**src/rtl/pld_out_cell_pkg.sv**
```systemverilog
// Shared types for the output cell: global mode codes, enable-source
// choices and the decoded control bundle passed from decoder to datapath.
package pld_out_cell_pkg;

    typedef enum logic [1:0] {
        GM_UNDEF   = 2'b00,
        GM_SIMPLE  = 2'b01,
        GM_COMPLEX = 2'b10,
        GM_REG     = 2'b11
    } gmode_e;

    typedef enum logic [1:0] {
        OE_OFF  = 2'b00,
        OE_ON   = 2'b01,
        OE_TERM = 2'b10,
        OE_PIN  = 2'b11
    } oe_src_e;

    typedef struct packed {
        logic    use_all_terms;  // OR all terms (else drop the control term)
        logic    out_from_reg;   // pin value taken from the register
        logic    fb_from_reg;    // feedback taken from the register
        logic    out_kill;       // force pin value low
        oe_src_e oe_src;         // where the pad enable comes from
    } cell_ctrl_t;

endpackage

```
**src/rtl/pld_out_cell_decode.sv**
```systemverilog
// Mode decoder: turns the global mode field and the local register select
// into the control bundle. Pure combinational; assumes the configuration is
// static while the cell is in use.
module pld_out_cell_decode
    import pld_out_cell_pkg::*;
(
    input  logic [1:0] gmode_i,
    input  logic       reg_sel_i,
    output cell_ctrl_t ctrl_o
);

    gmode_e mode;
    assign mode = gmode_e'(gmode_i);

    // Map each mode/local-bit combination to its datapath controls.
    always_comb begin
        ctrl_o = '{use_all_terms: 1'b0, out_from_reg: 1'b0,
                   fb_from_reg: 1'b0, out_kill: 1'b1, oe_src: OE_OFF};
        case (mode)
            GM_SIMPLE: begin
                ctrl_o.use_all_terms = 1'b1;
                ctrl_o.out_kill      = 1'b0;
                ctrl_o.oe_src        = reg_sel_i ? OE_OFF : OE_ON;
            end
            GM_COMPLEX: begin
                ctrl_o.out_kill = 1'b0;
                ctrl_o.oe_src   = OE_TERM;
            end
            GM_REG: begin
                ctrl_o.out_kill = 1'b0;
                if (reg_sel_i) begin
                    ctrl_o.use_all_terms = 1'b1;
                    ctrl_o.out_from_reg  = 1'b1;
                    ctrl_o.fb_from_reg   = 1'b1;
                    ctrl_o.oe_src        = OE_PIN;
                end else begin
                    ctrl_o.oe_src = OE_TERM;
                end
            end
            default: begin
                ctrl_o.oe_src = OE_OFF;
            end
        endcase
    end

endmodule

```
**src/rtl/pld_out_cell_terms.sv**
```systemverilog
// Fixed-OR stage: a prefix-OR chain over the product terms gives both the
// full sum and the sum without the top (control) term. Assumes NTERM >= 2.
module pld_out_cell_terms #(
    parameter int NTERM = 8
) (
    input  logic [NTERM-1:0] terms_i,
    output logic             sum_all_o,
    output logic             sum_part_o,
    output logic             ctl_term_o
);

    localparam int TOP = NTERM - 1;

    logic [NTERM-1:0] acc;

    assign acc[0] = terms_i[0];

    // Build the running OR, one stage per term.
    for (genvar i = 1; i < NTERM; i++) begin : g_or
        assign acc[i] = acc[i-1] | terms_i[i];
    end

    assign sum_all_o  = acc[TOP];
    assign sum_part_o = acc[TOP-1];
    assign ctl_term_o = terms_i[TOP];

endmodule

```
**src/rtl/pld_out_cell_reg.sv**
```systemverilog
// Cell flip-flop: loads the full OR every rising edge of the clock pin and
// clears on a synchronous active-low reset (power-up clear model).
module pld_out_cell_reg (
    input  logic clk,
    input  logic rst_n,
    input  logic d_i,
    output logic q_o
);

    // Capture the sum, or clear during reset.
    always_ff @(posedge clk) begin
        if (!rst_n) q_o <= 1'b0;
        else        q_o <= d_i;
    end

endmodule

```
**src/rtl/pld_out_cell.sv**
```systemverilog
// Output cell top: decodes the mode, forms the OR sums, holds the register
// and selects pin value, pad enable and feedback. Assumes the mode and local
// bits are static configuration; pad_i is the resolved pad level.
module pld_out_cell
    import pld_out_cell_pkg::*;
#(
    parameter int NTERM = 8
) (
    input  logic             clk,
    input  logic             rst_n,
    input  logic [1:0]       gmode_i,
    input  logic             pol_hi_i,
    input  logic             reg_sel_i,
    input  logic [NTERM-1:0] terms_i,
    input  logic             oe_pin_n_i,
    input  logic             pad_i,
    output logic             pin_o,
    output logic             pin_oe_o,
    output logic             fb_o
);

    cell_ctrl_t ctrl;
    logic       sum_all;
    logic       sum_part;
    logic       ctl_term;
    logic       q;
    logic       core;

    pld_out_cell_decode u_dec (
        .gmode_i   (gmode_i),
        .reg_sel_i (reg_sel_i),
        .ctrl_o    (ctrl)
    );

    pld_out_cell_terms #(.NTERM(NTERM)) u_terms (
        .terms_i    (terms_i),
        .sum_all_o  (sum_all),
        .sum_part_o (sum_part),
        .ctl_term_o (ctl_term)
    );

    pld_out_cell_reg u_reg (
        .clk   (clk),
        .rst_n (rst_n),
        .d_i   (sum_all),
        .q_o   (q)
    );

    // Choose the uninverted output source.
    always_comb begin
        if (ctrl.out_from_reg)       core = q;
        else if (ctrl.use_all_terms) core = sum_all;
        else                         core = sum_part;
    end

    // Apply polarity, or hold low in the undefined mode.
    always_comb begin
        if (ctrl.out_kill) pin_o = 1'b0;
        else               pin_o = pol_hi_i ? core : ~core;
    end

    // Select the pad enable source.
    always_comb begin
        case (ctrl.oe_src)
            OE_ON:   pin_oe_o = 1'b1;
            OE_TERM: pin_oe_o = ctl_term;
            OE_PIN:  pin_oe_o = ~oe_pin_n_i;
            default: pin_oe_o = 1'b0;
        endcase
    end

    // Feedback from the register true output or from the pad.
    always_comb begin
        fb_o = ctrl.fb_from_reg ? q : pad_i;
    end

endmodule

```
**config.mk**
```make
export PLATFORM = sky130hd
export DESIGN_NAME = pld_out_cell
export DESIGN_NICKNAME = d
export VERILOG_FILES = /design/src/rtl/pld_out_cell_pkg.sv /design/src/rtl/pld_out_cell_decode.sv /design/src/rtl/pld_out_cell_terms.sv /design/src/rtl/pld_out_cell_reg.sv /design/src/rtl/pld_out_cell.sv
export SDC_FILE = /design/constraint.sdc
export NUM_CORES = 1
export LEC_CHECK = 0
export BUFFER_PORTS_ARGS = -buffer_cell sky130_fd_sc_hd__buf_4
export CORE_AREA = 2 2 39 41
export DETAILED_ROUTE_END_ITERATION = 8
export DIE_AREA = 0 0 41 43
export HOLD_SLACK_MARGIN = 0.05
export SYNTH_ARGS = -nofsm -noshare
export SYNTH_HDL_FRONTEND = slang
export SYNTH_SLANG_ARGS = --single-unit
```
**constraint.sdc**
```tcl
create_clock -name clk -period 1.82 [get_ports clk]
set_input_delay 0.091 -clock clk [delete_from_list [all_inputs] [get_ports clk]]
set_output_delay 0.091 -clock clk [all_outputs]
set_load 0.05 [all_outputs]
```
==> flow_summary_export.csv <==
group,metric,value,unit
status,status,"completed",
detailed_routing,drc,0,
synthesis,synthFlopType,"dfxtp_1",
synthesis,yosys-top-cells-count,"3 x nand2_1, 2 x a31oi_1, 2 x inv_1, 2 x mux2i_1, 2 x o21ai_0",
detailed_routing,finalWirelength,458,um
critical_path,cp.depth,5,
pwr,powerDensity,334,mW/mm2
pwr,vdd_ir_drop_max,80.8,uV
synthesis,synthCells,20,
die,std_cell_rows,14,
sta,layout_min_cycle_time,1.23,ns
detailed_routing,first_iter_violations,1,
sta,hold-worst-slack,0.321,ns
clocking,postCtsResizedCells,0,
finish,biggestRegsByFlops,"u_reg.q_o: 1 flops",
die,fp.dieW,41,um
grt,grt-ovfl-total,0,
synthesis,synth_edf_count,0,
critical_path,max_stage_delay,0.36,ns
finish,instances_no_fill,54,
pwr,p_leak,0.149,nW
die,initial_core_util,0.0995,
sta,hold_viol,0,
sta,slew_violations,0,
sta,rsz0062_at_grt,"no",
critical_path,crit_family,"simple AND/OR/NAND/NOR gates",
critical_path,required,1.73,ns
pwr,clkPwrFrac,0,
synthesis,ys_seq_area_frac,0.145,
placed_design,numPortBuffers,18,
placed_design,dpl.cell_count,54,
synthesis,synth_cell_types,14,
finish,nets,56,
synthesis,async_flop_share,0,
grt,grt_pass1_wl,765,um
critical_path,cp.arrival,1.14,ns
detailed_routing,via_per_inst,4.00,
grt,antenna_found_initial,0,
finish,fin_util,0.212,
sta,finalSetupTns,0,ns
critical_path,path_cells,"buf_4 -> nor4_1 -> a31oi_1 -> mux2i_1 -> buf_4",
pwr,p_sw_frac,0.387,
synthesis,synth.largest_area_cell,"dfxtp_1",
detailed_routing,avgRoutedWirePerCell,8.48,um
die,die_area,0.00176,mm2
pwr,p_int,0.0000600,W
synthesis,yosysMostFrequentCell,"nand2_1",
synthesis,syn_area_per_cell,6.88,um2
synthesis,yosys_warnings,0,
finish,area_growth,113,%
clocking,cts_setup_buffers,0,
die,ioPinCount,19,
grt,track_usage,0.0570,
critical_path,critPathBufInv,2,
synthesis,synthTopCellsByArea,"dfxtp_1 15%, mux2i_1 15%, a31oi_1 9.1%",
grt,grt_max_degree,8,
placed_design,pre_cts_slack,0.591,ns
finish,largest_reg_flops,1,
pwr,p_sw,0.0000378,W
critical_path,cp-start-kind,"primary input",
synthesis,synth_seq_cells,1,
pwr,comb_power_share,0.753,
min_path,hold_depth,3,
pwr,share_seq_of_total_power,0.247,
critical_path,path_common_cell,"buf_4",
critical_path,critPathCaptureType,"output pin",
synthesis,synth.net_count,36,
finish,top_register,"u_reg.q_o",
critical_path,path_class,"primary input to output pin",
detailed_routing,firstDrtPassIters,2,
grt,grt_pass1_vias,215,
sta,max_freq,813,MHz
synthesis,synth_top_area_frac,0.145,
placed_design,gp_congestion,0.544,
run,cap_violations,0,
finish,n_antenna_cell,0,
clocking,cts.reportedPaths.clkPinSlew,0,ns
sta,final-setup-viol-count,0,
sta,worstMarginPinSlew,0.351,ns
finish,drive_gt1_frac,0.500,
die,die_h,43,um
sta,slew-limit-headroom,0.764,
die,core,0.00138,mm2
clocking,cts_hold_buffers,0,
synthesis,synth_area,138,um2
detailed_routing,postRouteAntennaNets,0,
sta,fin_ws,0.589,ns
min_path,hold_path.class,"primary input to register",
detailed_routing,num_vias,216,
critical_path,cp_max_fo,2,
critical_path,critical-path-slowest-cell,"nor4_1",
sta,fin_crit_sh,0.676,
finish,num-fill-cells,156,
==> per-layer routing <==
metal  GRT usage  routed length, um  vias to the layer above  part of all wire
li1            -                  -                      112                 -
met1      0.0635                184                       96              0.40
met2       0.116                225                        8              0.49
met3           0                 48                        0              0.10
met4           0                  0                        0                 0
met5           0                  0                        -                 0
==> power by group through the flow <==
stage | clock network [W] | logic, W | registers (W)
after floorplan | 0 | 0.0000350 | 0.0000240
after global placement | 0 | 0.0000735 | 0.0000241
after detailed placement | 0 | 0.0000743 | 0.0000241
after CTS | 0 | 0.0000744 | 0.0000241
after global routing | 0 | 0.0000797 | 0.0000243
final | 0 | 0.0000737 | 0.0000241
==> per-stage QoR <==
step / cell area (um2) / power, W
floorplan: 138 / 0.0000590
CTS: 293 / 0.0000985
global route: 293 / 0.000104
detailed placement: 293 / 0.0000983
finish: 293 / 0.0000978
global placement: 293 / 0.0000976
==> final cells by class <==
| type | count | area (um2) | share of cell area |
|---|---|---|---|
| multi-input cells | 17 | 110 | 0.376 |
| repair buffers | 18 | 135 | 0.462 |
| flip-flops and latches | 1 | 20.0 | 0.0684 |
| well taps | 16 | 20.0 | 0.0684 |
| inverters | 2 | 7.51 | 0.0256 |
==> cells by family after synthesis <==
family | count (synthesis) | synth area share
AOI/OAI and AO/OA | 6 | 0.264
buffers and inverters | 2 | 0.0546
DFF | 1 | 0.145
muxes | 4 | 0.309
and+or+nand+nor | 7 | 0.227
==> cell usage in the layout (no fill, tap or decap) <==
| cell | netlist | layout |
|---|---|---|
| a31oi_1 | 2 | 2 |
| buf_4 | 0 | 18 |
| dfxtp_1 | 1 | 1 |
| inv_1 | 2 | 2 |
| mux2_1 | 1 | 1 |
| mux2_2 | 1 | 1 |
| mux2i_1 | 2 | 2 |
| nand2_1 | 3 | 3 |
| nand3_1 | 1 | 1 |
| nor2_1 | 1 | 1 |
| nor3_1 | 1 | 1 |
| nor4_1 | 1 | 1 |
| o21ai_0 | 2 | 2 |
| o21bai_1 | 1 | 1 |
| o22ai_1 | 1 | 1 |
==> path summary, 6_finish.rpt <==
kind                  startpoint                    to  slack (ns)
worst max-delay path  terms_i[3]                 pin_o        0.59
worst min-delay path       rst_n  u_reg.q_o$_SDFF_PN0_        0.32
No activity file was read; power rests on OpenSTA's default activity.
